[src/rtl/rdfmt_pkg.sv]
// Shared types and pure functions for the tape read format checker.
// Assumes a nine-bit character: bit 8 parity channel, bits 7:0 data channels.
package rdfmt_pkg;
    localparam int CH_W = 9;
    typedef logic [CH_W-1:0] chr_t;

    typedef enum logic [2:0] {
        ST_OFF,   // no operation started yet
        ST_RUN,   // receiving characters of a record
        ST_FMK,   // file-mark trailer seen, waiting for confirmation gap
        ST_REVL,  // reverse nine-track: synthetic longitudinal strobe due
        ST_DONE   // record finished, input ignored
    } st_t;

    // channels left untouched when the check register is emitted: 2 and 4
    localparam chr_t CRC_OUT_MASK = 9'h1EB;

    // One check-register update for a data character.
    function automatic chr_t crc_next(chr_t acc, chr_t c);
        chr_t x;
        chr_t y;
        x = acc ^ c;
        y = {x[7], x[6:0], x[8]};
        if (x[7]) y[5:2] = ~y[5:2];
        return y;
    endfunction

    // Vertical parity rule: nine-track always odd, seven-track selectable.
    function automatic logic parity_ok(chr_t c, logic seven, logic even);
        if (!seven) return ^c;
        return (^c) ^ even;
    endfunction
endpackage

[src/rtl/rdfmt_crc_acc.sv]
// Accumulates the nine-track check character over forward data characters.
// Assumes step is only raised for data characters of a forward nine-track record.
module rdfmt_crc_acc
    import rdfmt_pkg::*;
(
    input  logic clk,
    input  logic rst_n,
    input  logic clr,
    input  logic step,
    input  chr_t chr,
    output chr_t expect_chr
);
    chr_t acc_q;

    // check register update
    always_ff @(posedge clk) begin
        if (!rst_n || clr) acc_q <= '0;
        else if (step) acc_q <= crc_next(acc_q, chr);
    end

    assign expect_chr = acc_q ^ CRC_OUT_MASK;

    a_r4_crc_clear: assert property (@(posedge clk) disable iff (!rst_n)
        clr |=> expect_chr == CRC_OUT_MASK);
endmodule

[config.mk]
export PLATFORM = sky130hd
export DESIGN_NAME = rdfmt_crc_acc
export DESIGN_NICKNAME = d
export VERILOG_FILES = /design/src/rtl/rdfmt_pkg.sv /design/src/rtl/rdfmt_crc_acc.sv
export SDC_FILE = /design/constraint.sdc
export NUM_CORES = 1
export LEC_CHECK = 0
export BUFFER_PORTS_ARGS = -buffer_cell sky130_fd_sc_hd__buf_2
export CORE_MARGIN = 2
export CORE_UTILIZATION = 35
export CTS_CLUSTER_DIAMETER = 200
export CTS_CLUSTER_SIZE = 14
export DETAILED_ROUTE_END_ITERATION = 12
export PLACE_DENSITY_LB_ADDON = 0.1
export SETUP_SLACK_MARGIN = 0.5
export SLEW_MARGIN = 20
export SYNTH_ARGS = -nofsm -noshare
export SYNTH_HDL_FRONTEND = slang
export SYNTH_SLANG_ARGS = --single-unit
[constraint.sdc]
create_clock -name clk -period 1.7 [get_ports clk]
set_clock_uncertainty 0.15 [all_clocks]
set_input_delay 0.51 -clock clk [delete_from_list [all_inputs] [get_ports clk]]
set_output_delay 0.51 -clock clk [all_outputs]
set_load 0.02 [all_outputs]
==> impl_metrics.toml, run 1 <==
[clock_tree]
htreeDepth = 1
clkSinkCount = 9
path_clk_slew_ns = 0.07
cts_tree = "done"
cts_hold_buffers = 0
clockBufferDepth = 2
cts_made_buffers = 3
cts_root_buffer = "clkbuf_4"
clk_latency_ns = 0.27

[global_route]
grt_pass1_vias = 394
groute.usage.overall = 0.1543
grt_overflow = 0
met3_usage = 0.05000
grt_max_degree = 19
grt_first_pass_wirelength_mm = 1.580
antenna_found_initial = 0
met1_usage = 0.1839
busiest_layer = "met2"
gr-usage-met2 = 0.2460

[floorplan]
die_w_um = 40.37
core_um2 = 1269
io_pins = 22
die_area_um2 = 1630
chipHeight_um = 40.37
start_util = 0.3649
fp-row-count = 13

[cells_and_area]
fin_nets = 96
diodes = 0
largest_reg_flops = 9
final_cell_mix = "xnor2_1 (12), buf_2 (12), nor2_1 (9), buf_6 (9), buf_4 (9)"
regMostFlops = "acc_q"
finalInstanceArea_um2 = 739.5
post_route_cells_drive_above_1_share = 0.6220
top_regs = "acc_q (9)"
syn_to_final_growth_pct = 59.73

[timing]
fin_ws_ns = 0.2687
worst_slew_pin_slew_ns = 0.3885
fmax_ghz = 0.6987
min_period_ns = 1.431
drv_slew = 0
setup_viol = 0
finalSetupTns_ns = 0
hold-worst-slack_ns = 0.3772
hold_viol = 0
post-route-period-util = 0.8419
rsz0062_at_grt = "yes"
relSlewSlack = 0.7410

[drt]
drt_wl_total_mm = 1.022
drt_iter0_drc = 10
wl_per_cell_um = 10.54
ant_nets = 0
firstDrtPassIters = 4
drcViolationCount = 0
vias = 435
vias_per_cell = 4.485

[power]
ir_drop_mv = 0.3810
power_leakage_uw = 0.0003088
power_density_nw_per_um2 = 747.5

[synthesis]
synth_top_area_cell = "dfxtp_1"
postSynthAreaPerCell_um2 = 8.735
seq_area_frac_synth = 0.3892
synth_fp_nets = 66
yosys_warnings = 0
synth_top_cells_by_area = "dfxtp_1 (39%), xnor2_1 (23%), a211oi_1 (15%), nor2_1 (7.3%), inv_1 (5.7%)"
netlist_instances = 53
ys_seq_elements = 9
yosysUniqueCellTypes = 11
synth_top_area_share = 0.3892
netlist_area_um2 = 462.9

[setup_path]
required_ns = 1.04
crit_type = "reg2out"
worstSetupEndpointType = "output port"
r2r-start = "acc_q[7]"
ff2ff_path_depth = 4
crit_family = "flip-flops"
worstPathArrival_ns = 0.77
ff2ff_setup_slack_ns = 0.45
crit_path_cell_trace = "inv_2 -> buf_6"
start_kind = "register"
critPathLaunch = "acc_q[7]"
cp_slowest_stage_delay_ns = 0.35
worst_path_max_delay_cell = "dfxtp_4"
cp_max_fo = 2
timing.rr.end = "acc_q[5]"
worst-path-buf-inv = 2

[run_status]
status = "complete, no violations"

[worst_hold_path]
hold_path_depth = 3
holdPathEnd = "acc_q[0]"
min_from = "chr[8]"
hold_path.class = "in2reg"

[run]
drv_cap = 0

[placed_design]
place_ws_ns = 0.2741
dpl.hpwl_um = 613.9
place_area_um2 = 570.5
portBuffers = 21
place.gp.congestion = 0.6214
logic make-up (layout without fill, tap and decap cells):
| group | count (synthesis) | after routing | share of synthesized area |
|---|---|---|---|
| AO/OA/AOI/OAI | 9 | 9 | 0.1459 |
| XOR/XNOR | 13 | 13 | 0.2622 |
| buffers and inverters | 12 | 41 | 0.1162 |
| flip-flops | 9 | 9 | 0.3892 |
| AND/OR/NAND/NOR | 10 | 10 | 0.08649 |
cell type report:
cell class / count / area (µm²)
Clock buffer: 4 / 26.28
Fill cell: 129 / 529.3
Inverter: 7 / 26.28
Multi-Input combinational cell: 32 / 245.2
Sequential cell: 9 / 193.9
Tap cell: 15 / 18.77
Timing Repair Buffer: 30 / 229.0
tightest hold or removal path, stage by stage:
cell	delay [ns]
buf_2	0.08
xnor2_1	0.10
a211oi_1	0.06
synthesized netlist by cell type, drive strengths merged:
master,number
a211oi,9
buf,4
clkbuf,1
dfxtp,9
inv,7
nand2b,1
nor2,9
xnor2,13
metrics by stage:
step,instances,total power (µW),util
finish,97,552.8,0.5828
global route,97,582.0,0.5828
CTS,97,551.5,0.5789
detailed placement,84,346.3,0.4497
global placement,84,345.9,0.4497
floorplan,53,321.2,-
where the power goes:
group          switching (µW)  internal [µW]
Sequential               7.04            222
Clock                    86.1           90.8
Combinational            67.1           79.4
worst max path at each step:
stage	endpoint	slack (ns)	cells past startpoint
finish	expect_chr[7]	0.27	2
detailed placement	acc_q[2]	0.27	4
global route	expect_chr[7]	0.24	2
floorplan	acc_q[2]	0.48	3
global placement	acc_q[5]	0.29	4
CTS	expect_chr[7]	0.27	2
layer usage:
metal,wire (µm),vias to the layer above
met2,510,16
li1,-,226
met4,0,0
met3,68,0
met5,0,-
met1,443,193
repair_timing:
item | in CTS | in global routing
gates cloned | 0 | 0
gates resized for setup | 35 | 1
pin swaps | 0 | 0
setup endpoints to repair | 9 | 13
buffers inserted | 9 | 0
Note: power is estimated with default switching activity, not from simulation.
==> inputs of run 2 (changes only) <==
Clock period 1.7 ns to 1.4 ns, I/O delays scaled along.
==> run 2 against run 1 <==
Net effect:
- clock power is 15% higher
- wire length is 21% higher
- critical path depth stayed put
- utilization is 16 points higher
- final area is 27% higher
- setup slack worse by 0.24 ns
- clock-buffer cell count stayed put
- sequential power is 23% higher
- register-to-register slack worse by 0.29 ns
==> impl_metrics.toml, run 2 (synthesis results as in run 1) <==
[floorplan]
die_area_um2 = 1630
io_pins = 22
die_w_um = 40.37
chipHeight_um = 40.37
fp-row-count = 13
start_util = 0.3649
core_um2 = 1269

[worst_hold_path]
hold_path.class = "in2reg"
min_from = "step"
holdPathEnd = "acc_q[6]"
hold_path_depth = 2

[setup_path]
critPathLaunch = "acc_q[7]"
ff2ff_setup_slack_ns = 0.16
start_kind = "register"
worstPathArrival_ns = 0.80
required_ns = 0.83
timing.rr.end = "acc_q[5]"
cp_max_fo = 3
worstSetupEndpointType = "output port"
r2r-start = "acc_q[7]"
crit_type = "reg2out"
ff2ff_path_depth = 3

[power]
power_leakage_uw = 0.0004067
ir_drop_mv = 0.5619
power_density_nw_per_um2 = 784.7

[cells_and_area]
regMostFlops = "acc_q"
top_regs = "acc_q (9)"
final_common_cell = "buf_6"
final_cell_mix = "buf_6 (17), buf_2 (12), nor2_1 (9)"
diodes = 0
post_route_cells_drive_above_1_share = 0.8202
instances_no_fill = 104
syn_to_final_growth_pct = 102.7
fin_util = 0.7396
largest_reg_flops = 9
finalInstanceArea_um2 = 938.4
fin_nets = 103

[timing]
hold-worst-slack_ns = 0.2492
hold_viol = 0
relSlewSlack = 0.8133
rsz0062_at_grt = "yes"
fmax_ghz = 0.7281
post-route-period-util = 0.9810
min_period_ns = 1.373
setup_viol = 0
worst_slew_pin_slew_ns = 0.2800
drv_slew = 0
fin_ws_ns = 0.02662

[placed_design]
place.gp.congestion = 0.6878
portBuffers = 21
placed_cells = 89
place_area_um2 = 639.4
dpl.hpwl_um = 642.9
place_ws_ns = 0.06069

[drt]
vias = 471
drcViolationCount = 0
ant_nets = 0
drt_iter0_drc = 4
drt_wl_total_mm = 1.239
firstDrtPassIters = 2
vias_per_cell = 4.529
wl_per_cell_um = 11.91

[global_route]
groute.usage.overall = 0.1716
grt_max_degree = 8
grt_overflow = 0
grt_first_pass_wirelength_mm = 1.780
grt_pass1_vias = 410
antenna_found_initial = 0

[run]
drv_cap = 0

[clock_tree]
cts_made_buffers = 3
clk_latency_ns = 0.26
htreeDepth = 1
clockBufferDepth = 2
cts_root_buffer = "clkbuf_4"
clkSinkCount = 9
path_clk_slew_ns = 0.06
cts_tree = "done"

[run_status]
status = "complete, no violations"
## run 2: changes by cell type in the layout (fill, tap and decap cells not counted)
| cell | before | now |
|---|---|---|
| dfxtp_4 | 1 | 2 |
| xnor2_2 | 0 | 8 |
| inv_2 | 7 | 6 |
| xnor2_4 | 1 | 2 |
| xnor2_1 | 12 | 3 |
| inv_4 | 0 | 1 |
| nand2b_4 | 0 | 1 |
| a211oi_1 | 8 | 3 |
| a211oi_2 | 1 | 6 |
| dfxtp_2 | 8 | 7 |
| nand2b_1 | 1 | 0 |
| buf_6 | 9 | 17 |
| buf_4 | 9 | 8 |
## run 2: worst max-delay path by stage
stage	to	slack (ns)	cells past startpoint
final	expect_chr[7]	0.03	2
after floorplan	acc_q[2]	0.28	4
after CTS	expect_chr[7]	0.02	2
after global placement	acc_q[4]	0.05	4
after detailed placement	acc_q[4]	0.06	4
after global routing	expect_chr[7]	-0.0008	2
## run 2: layer usage
layer | track usage | share of wire
met1 | 0.2215 | 0.44
met2 | 0.2460 | 0.50
met3 | 0.07222 | 0.057
met4 | 0.07500 | 0.0081
met5 | 0 | 0
## run 2: power breakdown
part	switching [µW]	total, µW	internal, µW
clock	93.3	203	110
combinational	108	251	143
sequential	12.6	282	269
total	214	736	522
## run 2: area by class of cell
type | count | area, µm²
tap | 15 | 18.77
fill | 95 | 330.3
inverter | 7 | 28.78
multi-input combinational | 32 | 356.6
clock buffer | 4 | 26.28
sequential | 9 | 196.4
timing repair buffer | 37 | 311.5
## run 2: what timing repair did
action,in CTS,in global routing
cloned,1,0
gates resized for setup,33,12
pin swaps,4,2
endpoints found under the setup margin,18,18
hold buffers,0,0
setup buffers,7,3
## run 2: worst max-delay path, stage by stage (launching register included)
cell and delay (ns):
dfxtp_4 0.39, inv_4 0.03, buf_6 0.12
## run 2: stage by stage
step	total power (µW)	TNS (ns)
2_1_floorplan	401.8	0
3_3_place_gp	441.2	0
3_5_place_dp	440.7	0
4_1_cts	699.3	0
5_1_grt	770.4	-0.0007814
6_report	736.4	0
==> inputs of run 3 (changes only) <==
Settings changed: ABC_AREA set to 1, CORE_AREA set to 2 2 39 41, CORE_MARGIN 2 to not set, CORE_UTILIZATION 35 to not set, DIE_AREA set to 0 0 41 43, SETUP_SLACK_MARGIN 0.5 to not set.
==> run 3 against run 2 <==
Net effect:
- via count is 35% higher
- clock power hardly changed
- synthesized area is 27% higher
- synthesized cell count rose by 92%
- largest cell class unchanged
- first-iteration DRC count up 50%
- die area rose by 8.2%
- critical path depth unchanged
==> impl_metrics.toml, run 3 <==
[power]
power_leakage_uw = 0.0004691
ir_drop_mv = 0.4209
power_uw = 627.2
power_density_nw_per_um2 = 836.8

[cells_and_area]
fin_util = 0.5416
fillers = 155
largest_reg_flops = 9
syn_to_final_growth_pct = 27.18
fin_nets = 138
final_common_cell = "nand2_1"
regMostFlops = "acc_q"
diodes = 0
final_cell_mix = "nand2_1 (42), inv_1 (21), buf_2 (15)"
post_route_cells_drive_above_1_share = 0.2903
top_regs = "acc_q (9)"

[timing]
hold_viol = 0
relSlewSlack = 0.8645
rsz0062_at_grt = "no"
fin_ws_ns = 0.01786
worst_slew_pin_slew_ns = 0.2030
min_period_ns = 1.382
drv_slew = 0
hold-worst-slack_ns = 0.3279
finalSetupTns_ns = 0
setup_viol = 0
post-route-period-util = 0.9872
fmax_ghz = 0.7235

[drt]
drt_iter0_drc = 6
ant_nets = 0
firstDrtPassIters = 4
vias_per_cell = 4.529
drcViolationCount = 0
vias = 634
wl_per_cell_um = 8.636
drt_wl_total_mm = 1.209

[placed_design]
place_ws_ns = 0.1042
dpl.hpwl_um = 916.2
place.gp.congestion = 0.6702
portBuffers = 21

[synthesis]
yosysUniqueCellTypes = 12
async_reset_ff_frac = 0
synth_commonest_cells = "nand2_1 (42), inv_1 (24), a21oi_1 (9), dfxtp_1 (9)"
ys_seq_elements = 9
yosys_warnings = 0
postSynthAreaPerCell_um2 = 5.778
seq_area_frac_synth = 0.3057
synth_top_area_share = 0.3057
synth_fp_nets = 115
synth_top_area_cell = "dfxtp_1"
synth_ff_type = "dfxtp_1"
netlist_area_um2 = 589.3
synth.most_common_cell = "nand2_1"
synth_edf_count = 0
synth_top_cells_by_area = "dfxtp_1 (31%), nand2_1 (27%), inv_1 (15%), a21oi_1 (7.6%), xor2_1 (5.9%)"
netlist_instances = 102

[setup_path]
timing.rr.end = "acc_q[5]"
crit_path_cell_trace = "inv_1 -> buf_2"
crit_type = "reg2out"
worst_path_max_delay_cell = "dfxtp_2"
ff2ff_setup_slack_ns = 0.26
cp_max_fo = 2
worstSetupEndpointType = "output port"
worstPathArrival_ns = 0.81
required_ns = 0.83
start_kind = "register"
ff2ff_path_depth = 7
r2r-start = "acc_q[7]"
cp_slowest_stage_delay_ns = 0.33

[clock_tree]
clkSinkCount = 9
htreeDepth = 1
path_clk_slew_ns = 0.06
cts_made_buffers = 3
clk_latency_ns = 0.26
cts_root_buffer = "clkbuf_4"
clockBufferDepth = 2
cts_setup_buffers = 0
cts_tree = "done"

[worst_hold_path]
min_from = "step"
holdPathEnd = "acc_q[2]"
hold_path.class = "in2reg"
hold_path_depth = 4

[global_route]
grt_pass1_vias = 542
groute.usage.overall = 0.1670
antenna_found_initial = 0
grt_first_pass_wirelength_mm = 2.001
grt_overflow = 0
grt_max_degree = 15

[run]
drv_cap = 0

[floorplan]
io_pins = 22
chipHeight_um = 43
die_w_um = 41
start_util = 0.4259
fp-row-count = 14
die_area_um2 = 1763
core_um2 = 1384

[run_status]
status = "complete, no violations"
-- run 3: changes by cell type after synthesis, moves of 9 or more --
| cell | before | now |
|---|---|---|
| nand2_1 | 0 | 42 |
| a21oi_1 | 0 | 9 |
| a211oi_1 | 9 | 0 |
| xnor2_1 | 12 | 0 |
| inv_1 | 7 | 24 |
| nor2_1 | 9 | 0 |
-- run 3: what timing repair did --
| item | 4_1_cts | 5_1_grt |
|---|---|---|
| resized for setup | 12 | 7 |
| pin swaps | 0 | 0 |
| hold endpoints to repair | 0 | 0 |
| hold buffers | 0 | 0 |
| endpoints found under the setup margin | 5 | 6 |
-- run 3: metrics by stage --
step           cells  cell area [µm²]
6_report         140            749.5
5_1_grt          140            749.5
3_3_place_gp     136            688.2
4_1_cts          140            732.0
2_1_floorplan    102            589.3
3_5_place_dp     136            688.2
-- run 3: report_power, final --
| group | total [µW] | internal (µW) | switching [µW] | leakage, µW |
|---|---|---|---|---|
| logic | 145 | 58.1 | 86.4 | 0.000378 |
| clock network | 203 | 110 | 93.4 | 0.0000150 |
| registers | 279 | 270 | 9.11 | 0.0000766 |
-- run 3: area by class of cell --
cell class	count	area, µm²	share of cell area
multi-input cells	65	289.0	0.3856
clock buffers	4	26.28	0.03506
flip-flops and latches	9	188.9	0.2521
well taps	16	20.02	0.02671
inverters	25	93.84	0.1252
repair buffers	21	131.4	0.1753
-- run 3: cell families (layout without fill, tap and decap cells) --
family,count (synthesis),in the layout,share of synthesized area
buffers and inverters,28,50,0.2038
and+or+nand+nor,47,47,0.3121
xor gates and xnor gates,4,4,0.05944
DFF,9,9,0.3057
AOI/OAI and AO/OA,14,14,0.1189
-- run 3: per-layer routing --
metal  GRT usage  wire length, µm  up-vias
met4      0.1000               27        0
met1      0.2039              560      273
li1            -                -      339
met3     0.04712               64        4
met5           0                0        -
met2      0.2469              556       18
-- run 3: worst max-delay path: cells and delay by family, from the launching register on --
family	cells	cell delay (ns)
flops	1	0.33
buf+inv	2	0.23
-- run 3: how the worst max path moves through the flow --
stage                        start       endpoint
final                     acc_q[8]  expect_chr[8]
after global routing      acc_q[8]  expect_chr[8]
after CTS                 acc_q[5]  expect_chr[5]
after detailed placement    chr[7]       acc_q[5]
after global placement      chr[7]       acc_q[5]
after floorplan           acc_q[7]       acc_q[3]
